[src/rtl/hz_pkg.sv]
package hz_pkg;
  localparam int unsigned HZ_IDX_W     = 5;
  localparam int unsigned HZ_CNT_W     = 32;
  localparam int unsigned HZ_NONE_CODE = 30;
  localparam int unsigned HZ_NSRC      = 2;

  typedef enum int unsigned {
    SLOT_STALL = 0,
    SLOT_INST  = 1,
    SLOT_CYCLE = 2,
    SLOT_COUNT = 3
  } hz_slot_e;
endpackage

[src/rtl/hz_lock_track.sv]
module hz_lock_track #(
  parameter int unsigned IDX_W     = 5,
  parameter int unsigned NSRC      = 2,
  parameter int unsigned NONE_CODE = 30
) (
  input  logic                       clk,
  input  logic                       rst_n,
  input  logic                       clear_i,
  input  logic                       retire_i,
  input  logic [NSRC-1:0]            src_vld_i,
  input  logic [NSRC-1:0][IDX_W-1:0] src_idx_i,
  input  logic                       lock_vld_i,
  input  logic [IDX_W-1:0]           lock_idx_i,
  output logic                       hit_o
);
  localparam logic [IDX_W-1:0] NONE_IDX = IDX_W'(NONE_CODE);

  logic [IDX_W-1:0] held_q;
  logic [IDX_W-1:0] held_d;
  logic             held_en;
  logic [NSRC-1:0]  src_hit;
  logic             held_live;

  genvar g;
  generate
    for (g = 0; g < NSRC; g++) begin : g_src
      assign src_hit[g] = src_vld_i[g] && (src_idx_i[g] == held_q);
    end
  endgenerate

  assign held_live = (held_q != NONE_IDX);
  assign hit_o     = retire_i && !clear_i && held_live && (|src_hit);

  always_comb begin
    held_en = clear_i || retire_i;
    if (clear_i) begin
      held_d = NONE_IDX;
    end else if (lock_vld_i) begin
      held_d = lock_idx_i;
    end else begin
      held_d = NONE_IDX;
    end
  end

  always_ff @(posedge clk or negedge rst_n) begin
    if (!rst_n) begin
      held_q <= NONE_IDX;
    end else if (held_en) begin
      held_q <= held_d;
    end
  end
endmodule

[src/rtl/hz_sat_counter.sv]
module hz_sat_counter #(
  parameter int unsigned W = 32
) (
  input  logic         clk,
  input  logic         rst_n,
  input  logic         clr_i,
  input  logic         inc_i,
  output logic [W-1:0] count_o
);
  localparam logic [W-1:0] TOP = '1;

  logic [W-1:0] cnt_q;
  logic [W-1:0] cnt_d;
  logic         cnt_en;

  always_comb begin
    cnt_en = clr_i || (inc_i && (cnt_q != TOP));
    if (clr_i) begin
      cnt_d = '0;
    end else begin
      cnt_d = cnt_q + 1'b1;
    end
  end

  always_ff @(posedge clk or negedge rst_n) begin
    if (!rst_n) begin
      cnt_q <= '0;
    end else if (cnt_en) begin
      cnt_q <= cnt_d;
    end
  end

  assign count_o = cnt_q;
endmodule

[src/rtl/hazard_stall_counter.sv]
module hazard_stall_counter
  import hz_pkg::*;
#(
  parameter int unsigned IDX_W     = HZ_IDX_W,
  parameter int unsigned CNT_W     = HZ_CNT_W,
  parameter int unsigned NONE_CODE = HZ_NONE_CODE
) (
  input  logic             clk,
  input  logic             rst_n,
  input  logic             clear_i,
  input  logic             retire_i,
  input  logic             src0_vld_i,
  input  logic [IDX_W-1:0] src0_idx_i,
  input  logic             src1_vld_i,
  input  logic [IDX_W-1:0] src1_idx_i,
  input  logic             lock_vld_i,
  input  logic [IDX_W-1:0] lock_idx_i,
  output logic             stall_o,
  output logic [CNT_W-1:0] stall_cnt_o,
  output logic [CNT_W-1:0] inst_cnt_o,
  output logic [CNT_W-1:0] cycle_cnt_o
);
  localparam int unsigned NCNT = SLOT_COUNT;

  // reset: asserted at once, released after two clock edges
  logic [1:0] rst_pipe_q;
  logic       rst_sync_n;

  always_ff @(posedge clk or negedge rst_n) begin
    if (!rst_n) begin
      rst_pipe_q <= 2'b00;
    end else begin
      rst_pipe_q <= {rst_pipe_q[0], 1'b1};
    end
  end
  assign rst_sync_n = rst_pipe_q[1];

  logic [HZ_NSRC-1:0]            src_vld;
  logic [HZ_NSRC-1:0][IDX_W-1:0] src_idx;
  logic                          hit;
  logic                          retire_go;

  assign src_vld    = {src1_vld_i, src0_vld_i};
  assign src_idx[0] = src0_idx_i;
  assign src_idx[1] = src1_idx_i;
  assign retire_go  = retire_i && !clear_i;

  hz_lock_track #(
    .IDX_W    (IDX_W),
    .NSRC     (HZ_NSRC),
    .NONE_CODE(NONE_CODE)
  ) u_lock (
    .clk       (clk),
    .rst_n     (rst_sync_n),
    .clear_i   (clear_i),
    .retire_i  (retire_i),
    .src_vld_i (src_vld),
    .src_idx_i (src_idx),
    .lock_vld_i(lock_vld_i),
    .lock_idx_i(lock_idx_i),
    .hit_o     (hit)
  );

  logic [NCNT-1:0]            cnt_inc;
  logic [NCNT-1:0][CNT_W-1:0] cnt_val;

  assign cnt_inc[SLOT_STALL] = hit;
  assign cnt_inc[SLOT_INST]  = retire_go;
  assign cnt_inc[SLOT_CYCLE] = retire_go;

  genvar c;
  generate
    for (c = 0; c < NCNT; c++) begin : g_cnt
      hz_sat_counter #(.W(CNT_W)) u_cnt (
        .clk    (clk),
        .rst_n  (rst_sync_n),
        .clr_i  (clear_i),
        .inc_i  (cnt_inc[c]),
        .count_o(cnt_val[c])
      );
    end
  endgenerate

  assign stall_o     = hit;
  assign stall_cnt_o = cnt_val[SLOT_STALL];
  assign inst_cnt_o  = cnt_val[SLOT_INST];
  assign cycle_cnt_o = cnt_val[SLOT_CYCLE];
endmodule

[config.mk]
export PLATFORM = sky130hd
export DESIGN_NAME = hazard_stall_counter
export DESIGN_NICKNAME = d
export VERILOG_FILES = /design/src/rtl/hz_pkg.sv /design/src/rtl/hz_lock_track.sv /design/src/rtl/hz_sat_counter.sv /design/src/rtl/hazard_stall_counter.sv
export SDC_FILE = /design/constraint.sdc
export NUM_CORES = 1
export LEC_CHECK = 0
export BUFFER_PORTS_ARGS = -buffer_cell sky130_fd_sc_hd__clkbuf_2
export CAP_MARGIN = 20
export CORE_MARGIN = 2
export CORE_UTILIZATION = 50
export CTS_CLUSTER_DIAMETER = 100
export DETAILED_ROUTE_END_ITERATION = 16
export HOLD_SLACK_MARGIN = 0.06
export PLACE_DENSITY = 0.81
export SLEW_MARGIN = 40
export SYNTH_ARGS = -nofsm -noshare
export SYNTH_HDL_FRONTEND = slang
export SYNTH_SLANG_ARGS = --single-unit
export TNS_END_PERCENT = 20
[constraint.sdc]
create_clock -name clk -period 3.1 [get_ports clk]
set_input_delay 0.62 -clock clk [delete_from_list [all_inputs] [get_ports clk]]
set_output_delay 0.62 -clock clk [all_outputs]
set_load 0.02 [all_outputs]
==> results.md, run 1 <==
- Chip height: 110 µm
- Mapped Nets: 637
- Core Area: ~11000 µm²
- Clk root buf: clkbuf_8
- Avg WL per Cell: 15.9 µm
- Synth Register Bits: 103
- Async SR Flop Fraction: between 90% and 100%
- Sequential fraction of the synthesis area: a little under half
- Outcome: complete, no violations
- R2R Setup Slk: around 560 ps
- Total Neg Setup Slack: 0 ps
- Flop pwr share: 58.3%
- Placed wire-length estimate: a little under 10 mm
- Die X: 110 µm
- F_max: 374 MHz
- Final setup viols: 0
- Worst EP required: 2480 ps
- Crit path time final: around 2700 ps
- CTS HTree Levels: 3
- Max Slew Vio Count: 0
- Power density over the cells: about 360 nW/µm²
- Worst R2R Path Depth: 6
- CP endpoint kind: output pin
- Global-route wire length before repair: 22.3 mm
- Avg Vias per Cell: 5.82
- # rows: 38
- Synthesis-to-finish area growth: 17.3%
- Clk_lat worst skew: between 300 and 400 ps
- Mean Syn Cell Area: 9.11 µm²
- Internal power: 1.79 mW
- Cell area after layout: 6540 µm²
- Routability cong.: 0.893
- Switching power share of the total: 23.5%
- Layout cells sized above 1: 21.7%
- Die ar.: 12000 µm²
- Final Cycle Share: 86.3%
- Area share of the largest cell type after synthesis: 44.4%
- Tot GR Track Use: 23.2%
- Clk sinks: 103
- 1st-iter DRT viols: 337
- Final Skew: 13.0 ps
- Max FO, Critical Path: 4
- Wl on met1: 6.15 mm
- DR WL met3: 832 µm
- N_diodes: 0
- Peak supply drop: 0.196 mV
- Worst R2R End: g_cnt[0].u_cnt.count_o[26]$_DFFE_PN0P_
- Synth warn: 0
- Clock transition at path regs: 100 ps
- Met2 WL post-DR: roughly 6.6 mm
- P_leak: 2.96 nW
- Detail Route Antenna Nets: 0
- Relative slew slack: 48.9%
- Top_reg_cell synth: dfrtp_1
- Synth Instances: 612
- Post-synth EDFFs: 0
- Leading area contributor after synthesis: dfrtp_1
- Top post-synthesis cells by area: dfrtp_1, xor2_1, nor2_1
- IO buf count: ~120
- Worst r2r src: u_lock.held_q[4]$_DFFE_PN1P_
- Via Count: approximately 5000
- Worst Path Arrival: between 2000 and 2500 ps
- Comb power frac: 6.3%
- Initial antenna violation count: 0
- CTS tree: done
- Number of unique standard cell types used by synthesis: 50
- Routed WL: between 10 and 15 mm
- Worst slew pin tran: roughly 770 ps
- Clk network pwr share: 35.4%
- Post-placement cell area: 6350 µm²
- Detailed Routing Iterations Pass 1: 5
- GR Overflow Total: 0
- Final #Nets: 751
- Crit path launch: u_lock.held_q[4]$_DFFE_PN1P_
- RSZ-0062 raised after global routing: false
- Max Cap Viol: 0
- Starting density of the core: approximately half
- Final Hold Fails: 0
- # DRC: 0
- Largest net degree at the start of global routing: 108
- Most frequent cells in the layout: clkbuf_2, dfrtp_1, nor2_1
- Worst hold path class: register to asynchronous set/reset pin
- TritonCTS Buffers: 9
- Synthesized cell area: around 5600 µm²
- WS Path Type: register to output pin
- Top sig layer: met4
- Sw Pwr: 551 µW
- Vias in the first global route: 4743
- Commonest non-fill, non-tap cell in the layout: clkbuf_2
- IO Pins: 119
- Startpoint Class: register
- CTS Buffer Depth: 2
per-layer routing:
metal	up-vias	GRT usage [%]
met1	2445	30.7
met2	187	38.2
met5	-	0
li1	2397	-
met3	25	4.09
met4	0	8.05
critical path: stages (launching register included):
cell and delay, ps:
dfstp_2 580, xnor2_1 130, nand4_1 130, o22ai_1 410, nor2b_1 250, clkbuf_2 200
final cells by class:
type | instances | area (µm²)
clock buffer | 13 | 149
clock inverter | 1 | 30.0
fill | 940 | 4300
inverter | 6 | 22.5
multi-input combinational | 475 | 2860
sequential | 103 | 2590
tap | 140 | 175
timing repair buffer | 131 | 719
repair_timing:
item / in CTS / in global routing
resized for setup: 0 / 0
setup endpoints to repair: 0 / 0
buffers inserted: 0 / 0
endpoints found under the hold margin: 2 / 0
hold buffers: 1 / 0
power by group through the flow:
stage          registers [mW]  logic (mW)  clock network, mW
2_1_floorplan            1.42      0.0626                  0
3_3_place_gp             1.41       0.116                  0
3_5_place_dp             1.39       0.148                  0
4_1_cts                  1.37       0.150              0.840
5_1_grt                  1.37       0.164              0.895
6_report                 1.37       0.147              0.830
kinds of logic after synthesis:
family	count (synthesis)	synth area share (%)
fa+ha+maj	3	0.673
mux	7	1.32
xor+xnor	65	10.2
simple gates	326	31.8
compound gates	73	7.14
buf+inv	34	2.45
flops	103	46.3
other cells	1	0.0673
registers in the layout, summed over array words and instances (netlist names):
signal               cells
rst_pipe_q               2
g_cnt.u_cnt.count_o     96
u_lock.held_q            5
metrics by stage:
stage | setup WS (ps) | power [mW] | instances | util [%] | hold WS, ps
after CTS | 423 | 2.36 | 869 | 60.3 | 303
after global placement | 507 | 1.53 | 852 | 58.2 | 340
after floorplan | 25.3 | 1.48 | 612 | - | 324
after global routing | 329 | 2.43 | 869 | 60.3 | 328
after detailed placement | 446 | 1.54 | 854 | 58.6 | 295
final | 426 | 2.34 | 869 | 60.3 | 293
worst max-delay path by stage:
| stage | endpoint | cells past startpoint |
|---|---|---|
| 6_report | stall_o | 5 |
| 5_1_grt | stall_o | 5 |
| 4_1_cts | stall_o | 5 |
| 3_5_place_dp | g_cnt[0].u_cnt.count_o[26]$_DFFE_PN0P_ | 7 |
| 3_3_place_gp | g_cnt[0].u_cnt.count_o[26]$_DFFE_PN0P_ | 7 |
| 2_1_floorplan | g_cnt[0].u_cnt.count_o[0]$_DFFE_PN0P_ | 0 |
synthesized netlist by cell type, types with 9 or more instances:
| cell type | count |
|---|---|
| a21oi_1 | 27 |
| and3_1 | 24 |
| and4_1 | 9 |
| clkbuf_1 | 26 |
| dfrtp_1 | 99 |
| nand2_1 | 44 |
| nand3_1 | 37 |
| nand4_1 | 43 |
| nor2_1 | 75 |
| nor2b_1 | 9 |
| nor3_1 | 13 |
| o21ai_0 | 30 |
| or3_1 | 24 |
| xnor2_1 | 23 |
| xor2_1 | 42 |
No activity file was read; power rests on OpenSTA's default activity.
==> inputs of run 2 (changes only) <==
- CORE_UTILIZATION: 50 -> 59
- PLACE_DENSITY: 0.81 -> 0.89
- clock period: 3.1 -> 3.12 ns (I/O delays scaled with it)
==> run 2 against run 1 <==
- global-route usage is 5.2 points higher
- sequential power hardly changed
- clock skew is 3.0 ps higher
- flip-flop and latch count stayed put
- highest routed layer unchanged
- die area is 15% lower
- critical path type unchanged
- non-clock buffer count is 2 lower
==> results.md, run 2 (same netlist as run 1, synthesis figures left out) <==
- Global-route wire length before repair: roughly 24 mm
- Placed wire-length estimate: 9.66 mm
- Outcome: complete, no violations
- Synthesis-to-finish area growth: 16.4%
- Avg Vias per Cell: a little over 6
- F_max: approximately 370 MHz
- CTS tree: done
- Core Area: 9200 µm²
- Worst-path cell chain: xnor2_1 -> nand4_1 -> o22ai_1 -> nor2b_1 -> clkbuf_2
- Largest net degree at the start of global routing: about 110
- Slowest CP cell: dfstp_2
- N_diodes: 0
- TritonCTS Buffers: 9
- Layout cells sized above 1: 22.1%
- IO Pins: 119
- Worst Path Arrival: 2080 ps
- Worst R2R End: g_cnt[0].u_cnt.count_o[26]$_DFFE_PN0P_
- # DRC: 0
- Worst hold path class: register to asynchronous set/reset pin
- Clock transition at path regs: ~110 ps
- Max Slew Vio Count: 0
- Clk_lat worst skew: 360 ps
- CTS Buffer Depth: 2
- Final Cycle Share: 86.8%
- Clk root buf: clkbuf_8
- Starting density of the core: 60.6%
- 1st-iter DRT viols: ~300
- P_leak: a little under 3 nW
- Vias in the first global route: 4974
- IO buf count: about 120
- Max Cap Viol: 0
- Total Neg Setup Slack: 0 ps
- Tot GR Track Use: between 20 and 30%
- Clk sinks: roughly 100
- Peak supply drop: 0.215 mV
- Crit path setup slack, layout: between 400 and 500 ps
- CTS HTree Levels: 3
- # rows: 35
- Chip height: just over 100 µm
- Die ar.: 10200 µm²
- Crit path time final: 2710 ps
- Crit path largest cell delay: 590 ps
- RSZ-0062 raised after global routing: false
- Final #Nets: 749
- Startpoint Class: register
- Via Count: between 5000 and 6000
- Detail Route Antenna Nets: 0
- Routed WL: 13.8 mm
- Detailed Routing Iterations Pass 1: 5
- Die X: 101 µm
- Worst r2r src: u_lock.held_q[4]$_DFFE_PN1P_
- Area of the multi-input gates: approximately 2900 µm²
- Routability cong.: 0.887
- Max FO, Critical Path: 4
- WS Path Type: register to output pin
- GR Overflow Total: 0
- Fill count: 714
- Relative slew slack: 48.5%
- Worst R2R Path Depth: 6
- Most frequent cells in the layout: clkbuf_2, dfrtp_1, nor2_1
- Post-CTS Resized: 0
- Power density over the cells: 364 nW/µm²
- Crit path launch: u_lock.held_q[4]$_DFFE_PN1P_
- Reg area: 2590 µm²
- Final setup viols: 0
- Commonest non-fill, non-tap cell in the layout: clkbuf_2
- Setup Slack @ Placement: between 400 and 500 ps
- Max reg flops: 96
- Worst slew pin tran: 772 ps
- Initial antenna violation count: 0
- CP endpoint kind: output pin
- Final Hold Fails: 0
- Worst EP required: between 2000 and 3000 ps
- Final Skew: 16.0 ps
- R2R Setup Slk: 560 ps
- Avg WL per Cell: 16.4 µm
[run 2: area by class of cell]
| cell class | count | share of cell area (%) |
|---|---|---|
| Clock inverter | 6 | 1.06 |
| Multi-Input combinational cell | 475 | 44.0 |
| Timing Repair Buffer | 129 | 10.5 |
| Inverter | 6 | 0.347 |
| Clock buffer | 10 | 2.12 |
| Tap cell | 111 | 2.14 |
| Sequential cell | 103 | 39.9 |
[run 2: repair_timing]
action                                 in CTS  in global routing
hold buffers                                1                  0
setup endpoints to repair                   0                  0
endpoints found under the hold margin       2                  0
setup buffers                               0                  0
[run 2: stage by stage]
| stage | total power [mW] | instance area, µm² | std cells | hold WS [ps] | util [%] |
|---|---|---|---|---|---|
| 2_1_floorplan | 1.47 | 5570 | 612 | 328 | - |
| 3_3_place_gp | 1.52 | 6270 | 823 | 340 | 68.2 |
| 3_5_place_dp | 1.53 | 6270 | 823 | 340 | 68.2 |
| 4_1_cts | 2.38 | 6490 | 840 | 363 | 70.6 |
| 5_1_grt | 2.46 | 6490 | 840 | 387 | 70.6 |
| 6_report | 2.37 | 6490 | 840 | 348 | 70.6 |
[run 2: where the power goes]
group	total (mW)	leakage [nW]	internal (mW)	switching (mW)
combinational	0.129	1.43	0.0438	0.0855
clock	0.865	0.103	0.398	0.467
sequential	1.37	1.42	1.35	0.0253
[run 2: critical path: cells and delay by family, from the launching register on]
kind                      cells  cell delay (ps)
DFF                           1              590
and+or+nand+nor               2              410
AOI/OAI and AO/OA             1              400
buffers and inverters         1              210
xor gates and xnor gates      1              130
[run 2: worst max-delay path by stage]
stage	end	slack [ps]	depth (start not counted)
global placement	g_cnt[0].u_cnt.count_o[26]$_DFFE_PN0P_	540	7
global route	stall_o	260	5
detailed placement	g_cnt[0].u_cnt.count_o[26]$_DFFE_PN0P_	430	7
floorplan	g_cnt[0].u_cnt.count_o[0]$_DFFE_PN0P_	50	0
finish	stall_o	410	5
CTS	stall_o	410	5
[run 2: per-layer routing]
layer  up-vias  global-route usage, %  share of wire (%)  wire, µm
li1       2399                      -                  -         -
met1      2493                   37.7                 43      5870
met2       209                   47.0                 49      6790
met3        32                   6.00                6.4       880
met4         0                   8.42                1.7       238
met5         -                      0                  0         0
